==> src/rtl/burst_ctr_pkg.sv <==
package burst_ctr_pkg;

    typedef enum logic [1:0] {
        CTR_HOLD = 2'd0,
        CTR_INC  = 2'd1,
        CTR_LOAD = 2'd2,
        CTR_CLR  = 2'd3
    } ctr_op_e;

    // Priority: counter reset, load, increment, hold.
    function automatic ctr_op_e decode_op(input logic cntrst_n,
                                          input logic ads_n,
                                          input logic cnten_n);
        if (!cntrst_n)
            return CTR_CLR;
        else if (!cnten_n && !ads_n)
            return CTR_LOAD;
        else if (!cnten_n)
            return CTR_INC;
        else
            return CTR_HOLD;
    endfunction

endpackage

==> src/rtl/burst_mask_reg.sv <==
module burst_mask_reg #(
    parameter int AW = 8
) (
    input  logic          clk,
    input  logic          rst,
    input  logic          ld,
    input  logic [AW-1:0] d,
    output logic [AW-1:0] mask_o
);

    logic [AW-1:0] mask_q;

    always_ff @(posedge clk) begin
        if (rst)
            mask_q <= '1;
        else if (ld)
            mask_q <= d;
    end

    assign mask_o = mask_q;


    mask_rst_chk: assert property (@(posedge clk) rst |=> (mask_q == '1));


    mask_keep_chk: assert property (@(posedge clk) disable iff (rst)
        !ld |=> $stable(mask_q));

endmodule

==> src/rtl/burst_ctr_core.sv <==
module burst_ctr_core
    import burst_ctr_pkg::*;
#(
    parameter int AW = 8
) (
    input  logic          clk,
    input  logic          rst,
    input  ctr_op_e       op,
    input  logic [AW-1:0] load_val,
    input  logic [AW-1:0] mask_i,
    output logic [AW-1:0] cnt_o,
    output logic          wrap_o
);

    logic [AW-1:0] cnt_q, cnt_nxt;
    logic          wrap_q, wrap_nxt;
    logic [AW-1:0] keep_bits, bumped;

    assign keep_bits = cnt_q & ~mask_i;
    assign bumped    = cnt_q + {{(AW-1){1'b0}}, 1'b1};

    always_comb begin
        cnt_nxt  = cnt_q;
        wrap_nxt = wrap_q;
        unique case (op)
            CTR_CLR: begin
                cnt_nxt  = keep_bits;
                wrap_nxt = 1'b0;
            end
            CTR_LOAD: begin
                cnt_nxt  = load_val;
                wrap_nxt = 1'b0;
            end
            CTR_INC: begin
                cnt_nxt  = keep_bits | (bumped & mask_i);
                wrap_nxt = wrap_q | ((cnt_nxt & mask_i) == mask_i);
            end
            default: ;
        endcase
    end

    always_ff @(posedge clk) begin
        if (rst) begin
            cnt_q  <= '0;
            wrap_q <= 1'b0;
        end else begin
            cnt_q  <= cnt_nxt;
            wrap_q <= wrap_nxt;
        end
    end

    assign cnt_o  = cnt_q;
    assign wrap_o = wrap_q;


    cnt_rst_chk: assert property (@(posedge clk) rst |=> (cnt_q == '0 && !wrap_q));


    hold_chk: assert property (@(posedge clk) disable iff (rst)
        (op == CTR_HOLD) |=> ($stable(cnt_q) && $stable(wrap_q)));


    upper_keep_chk: assert property (@(posedge clk) disable iff (rst)
        (op == CTR_INC) |=> ((cnt_q & ~$past(mask_i)) == ($past(cnt_q) & ~$past(mask_i))));


    clr_chk: assert property (@(posedge clk) disable iff (rst)
        (op == CTR_CLR) |=> ((cnt_q & $past(mask_i)) == '0 &&
                             (cnt_q & ~$past(mask_i)) == ($past(cnt_q) & ~$past(mask_i))));


    wrap_release_chk: assert property (@(posedge clk) disable iff (rst)
        (op == CTR_CLR || op == CTR_LOAD) |=> !wrap_q);


    wrap_sticky_chk: assert property (@(posedge clk) disable iff (rst)
        (wrap_q && op == CTR_INC) |=> wrap_q);

endmodule

==> src/rtl/burst_addr_ctr.sv <==
module burst_addr_ctr
    import burst_ctr_pkg::*;
#(
    parameter int AW = 8
) (
    input  logic          clk,
    input  logic          rst,
    input  logic          ads_n,
    input  logic          cnten_n,
    input  logic          cntrst_n,
    input  logic          mask_ld,
    input  logic          rb_sel,
    input  logic [AW-1:0] addr_i,
    output logic [AW-1:0] addr_o,
    output logic [AW-1:0] rdback_o,
    output logic          wrap_n
);

    ctr_op_e       op;
    logic [AW-1:0] mask;
    logic [AW-1:0] cnt;
    logic          wrap;

    always_comb op = decode_op(cntrst_n, ads_n, cnten_n);

    burst_mask_reg #(.AW(AW)) u_mask (
        .clk    (clk),
        .rst    (rst),
        .ld     (mask_ld),
        .d      (addr_i),
        .mask_o (mask)
    );

    burst_ctr_core #(.AW(AW)) u_core (
        .clk      (clk),
        .rst      (rst),
        .op       (op),
        .load_val (addr_i),
        .mask_i   (mask),
        .cnt_o    (cnt),
        .wrap_o   (wrap)
    );

    assign addr_o   = cnt;
    assign rdback_o = rb_sel ? mask : cnt;
    assign wrap_n   = ~wrap;


    load_chk: assert property (@(posedge clk) disable iff (rst)
        (cntrst_n && !ads_n && !cnten_n) |=> (addr_o == $past(addr_i)));


    clr_prio_chk: assert property (@(posedge clk) disable iff (rst)
        (!cntrst_n && !ads_n && !cnten_n) |=> ((addr_o & $past(mask)) == '0));

endmodule

==> config.mk <==
export PLATFORM = sky130hd
export DESIGN_NAME = burst_addr_ctr
export DESIGN_NICKNAME = d
export VERILOG_FILES = /design/src/rtl/burst_ctr_pkg.sv /design/src/rtl/burst_mask_reg.sv /design/src/rtl/burst_ctr_core.sv /design/src/rtl/burst_addr_ctr.sv
export SDC_FILE = /design/constraint.sdc
export NUM_CORES = 1
export LEC_CHECK = 0
export ABC_CLOCK_PERIOD_IN_PS = 2070
export BUFFER_PORTS_ARGS = -buffer_cell sky130_fd_sc_hd__buf_2
export CAP_MARGIN = 20
export CORE_MARGIN = 5
export CORE_UTILIZATION = 51
export DETAILED_ROUTE_END_ITERATION = 7
export PLACE_DENSITY = 0.79
export SYNTH_ARGS = -nofsm -noshare
export SYNTH_HDL_FRONTEND = slang
export SYNTH_SLANG_ARGS = --single-unit
==> constraint.sdc <==
create_clock -name clk -period 2.07 [get_ports clk]
set_input_delay 0.621 -clock clk [delete_from_list [all_inputs] [get_ports clk]]
set_output_delay 0.621 -clock clk [all_outputs]
set_load 0.01 [all_outputs]
Yosys cells after proc, flatten, opt, wreduce, memory -nomap -nowiden --
Cells that the tools add are included.
Storage, ports and cells: register bits 17, input bits 15, output and inout bits 17, logic and storage cells 27
Operators by class: add/subtract/negate cells 1, eq/ne operators 4, mux-type cells 6, bitwise operators 7, reductions and logical operators 6
Operators with widths (count):
- AND 8 bit | 3
- one-hot mux 8 bit (3 select lines) | 1
- adder 8 x 1 -> 8 bit (second input constant) | 1
- equality test 8 bit | 1
- two-way mux 8 bit | 1
- NOT 8 bit | 1
- bitwise OR 8 bit | 1
- equality test 2 bit (second input constant) | 2
- two-way mux 2 bit | 2
- nonzero test 3 bit | 1
- equality test 2 x 1 -> 1 bit (second input constant) | 1
- zero test 1 bit | 2
- one-hot mux 1 bit (2 select lines) | 1
- nonzero test 2 bit | 1
- OR reduction 2 bit | 1
- logical AND 1 bit | 1
- two-way mux 1 bit | 1
- NOT 1 bit | 1
- bitwise OR 1 bit | 1

Logic depth before layout (Yosys ltp) --
word-level depth 7, depth in mapped cells 7, gate-level depth less buffers 6

Modules after synthesis --
Synthesis repeated with hierarchy kept, for this count alone.
Unflattened totals: cells, all modules 145, area total of the unflattened synthesis 1234.9 sq um
Modules (own cells, without submodules):
- burst_ctr_core | times used 1, cells an instance 106, area an instance 783.3 sq um, seq. area each 180.2 sq um
- burst_mask_reg | times used 1, cells an instance 26, area an instance 302.8 sq um, seq. area each 160.2 sq um
- burst_addr_ctr | times used 1, cells an instance 13, area an instance 148.9 sq um, seq. area each 0.0 sq um

Least setup slack after synthesis --
No wires, ideal clock.
kind input -> output, start input rb_sel, end output rdback_o[0], arrival time 1.290 ns, data required time 1.449 ns, setup slack 0.159 ns, stages on the path 2, buffers on the path 1, path through clkbuf_1 mux2_2
On the way: cells in the longest elaborated chain, start to end 1
Ends and longest elaborated chain:
- from (decl) | RTL line burst_addr_ctr.sv:12 | input logic rb_sel,
- two-way mux 8 bit | RTL line burst_addr_ctr.sv:45 | assign rdback_o = rb_sel ? mask : cnt;
- to (decl) | RTL line burst_addr_ctr.sv:15 | output logic [AW-1:0] rdback_o,
Every way passes these cells.

Worst setup path after layout --
start input rb_sel, end output rdback_o[2]
Same word-level chain as after synthesis.

==> results.toml <==
[run_status]
status = "complete, no violations"

[drt]
drc = 0
wire_per_inst_um = 14.75
antenna_left = 0
drt_iter0_markers = 81
vias_per_cell = 5.862
vias = 1108
routed_wl_mm = 2.788
dr.pass1.iters = 7

[timing]
tightest_slew_ps = 550.0
finalCriticalPeriod_ps = 1987
maxSlewViolCount = 0
setup_viol = 0
max_freq_ghz = 0.5034
setup_slack_ps = 83.39
fin_setup_tns_ps = 0
hold_viol = 0
final.setup_skew_ps = 3.976
maxSlewHeadroom_pct = 63.26
rsz0062_at_grt = "false"
min_period_over_period_pct = 95.97

[global_route]
antenna_found_initial = 0
grt.total_usage_pct = 17.23
grt-ovfl-total = 0
grt_max_degree = 13
grt_first_pass_wirelength_mm = 4.471
grt_pass1_vias = 1020

[finish]
final_cells = 189
nNetsFinal = 181
post-route-util_pct = 63.61
areaGrowthSynthToFinish_pct = 16.16
num-fill-cells = 182
design_area_sq_um = 1286
n_antenna_cell = 0
layout-drive-gt1-share_pct = 30.25

[setup_path]
worst-setup-path-type = "primary input to output port"
reg2regPathDepth = 6
cp-start-kind = "primary input"
cp_data_arrival_time_ps = 1370
r2r_slack_ps = 240
critPathRequiredTime_ps = 1450
r2r-end = "u_core.wrap_o"
crit_path_end_kind = "output port"
r2r_start = "u_core.cnt_o[1]"
cp_max_fo = 9

[worst_hold_path]
worstHoldStart = "u_mask.mask_o[1]"
min_to = "u_core.cnt_o[1]"
hold_class = "register to register"
hold_depth = 1

[cts]
clk_pin_slew_ps = 100
cts.path.max_buffers = 2
clock_latency_ps = 280
cts_resized = 0
cts_tree = "built"
postCtsSetupBuffers = 0
root_buffer = "clkbuf_4"
htree_levels = 1
numClockSinks = 17
numCtsBuffers = 3
cts_hold_buf = 0

[synth]
netlist_instances = 133
ys_seq_area_share_pct = 30.73
netlist_area_sq_um = 1107
syn_avg_cell_area_sq_um = 8.326
synthFlopType = "dfxtp_1"
post_synth_num_cell_types = 36
synth_commonest_cells = "dfxtp_1, nand2_1, nor2_1"
syn-num-nets = 151
synth_edf_count = 0
yosysMostFrequentCell = "dfxtp_1"
synth-seq-cells = 17
yosysTopAreaCellShare_pct = 30.73
ys_warn_count = 0
synth_top_area_cell = "dfxtp_1"
synthTopCellsByArea = "dfxtp_1, mux2_2, nand2_1"
async_reset_ff_share_pct = 0

[floorplanning]
die_w_um = 56.60
ioPinCount = 32
dieArea_sq_um = 3203
dieHeight_um = 56.60
fp-row-count = 16
core_sq_um = 2022
start_util_pct = 54.76

[job]
max_cap_violations = 0

[power]
power.density_nw_per_um2 = 532.4
vdd.ir_drop.worst_mv = 0.4764
p_leak_nw = 0.5857

[place]
port_buffers = 31
dp_hpwl_mm = 2.074
gp_congestion = 0.8935
dpl_worst_slack_ps = 84.87
placed_area_sq_um = 1260
dpl.cell_count = 185
[worst max-delay path: stages]
cell    delay (ps)
buf_2          230
mux2_2         380
buf_2          140
[worst max path at each step]
stage          slack [ps]     endpoint    from
2_1_floorplan         160  rdback_o[0]  rb_sel
3_3_place_gp          110  rdback_o[5]  rb_sel
3_5_place_dp           80  rdback_o[2]  rb_sel
4_1_cts                80  rdback_o[2]  rb_sel
5_1_grt                60  rdback_o[6]  rb_sel
6_report               80  rdback_o[2]  rb_sel
[flip-flops by register name, indices dropped and copies added, names as in the netlist]
signal         count
u_core.cnt_o       8
u_core.wrap_o      1
u_mask.mask_o      8
[layout make-up]
class                           count  area, sq um  share of cell area [%]
Timing Repair Buffer               34        177.7                   13.81
Sequential cell                    17        340.3                   26.46
Clock buffer                        4        26.28                   2.043
Multi-Input combinational cell     98        674.4                   52.43
Inverter                            9        33.78                   2.626
Tap cell                           27        33.78                   2.626
[placed cells by master, fill, tap and decap left out, drive strengths merged, types with 2 or more instances in the layout]
master	instances
xnor2	6
nand4	5
clkbuf	4
nor2	12
buf	34
ha	3
o21ai	11
a21oi	6
a211oi	2
a222oi	5
mux2	7
nand2	15
mux2i	5
or2b	2
o211ai	3
a2111oi	2
dfxtp	17
inv	9
and3	2
[kinds of logic (layout without fill, tap and decap cells)]
kind of cell               Yosys count  after routing  share of synthesized area [%]
and+or+nand+nor                     43             43                          19.55
AOI/OAI and AO/OA                   33             33                          20.79
DFF                                 17             17                          30.73
buffers and inverters               18             47                          8.361
muxes                               12             12                          11.64
adders and majority gates            3              3                          3.390
xor gates and xnor gates             7              7                          5.537
[power by group]
group | switching (mW) | leakage [nW] | internal (mW)
combinational | 0.0801 | 0.431 | 0.0692
sequential | 0.0195 | 0.140 | 0.343
clock | 0.0986 | 0.0150 | 0.0747
total | 0.198 | 0.586 | 0.487
[routing by layer]
| metal | global-route usage [%] | vias to the layer above | wire [um] |
|---|---|---|---|
| met5 | 0 | - | 0 |
| met4 | 4.746 | 0 | 8 |
| met3 | 2.982 | 2 | 211 |
| met2 | 28.71 | 58 | 1314 |
| met1 | 22.59 | 509 | 1254 |
| li1 | - | 539 | - |
[stage by stage]
stage | total power, mW | hold slack, ps
final | 0.6848 | 492.1
after detailed placement | 0.5187 | 473.0
after global placement | 0.5136 | 461.2
after floorplan | 0.4637 | 441.9
after global routing | 0.7285 | 515.2
after CTS | 0.6927 | 488.2
Power figures use the tool's default switching activity.
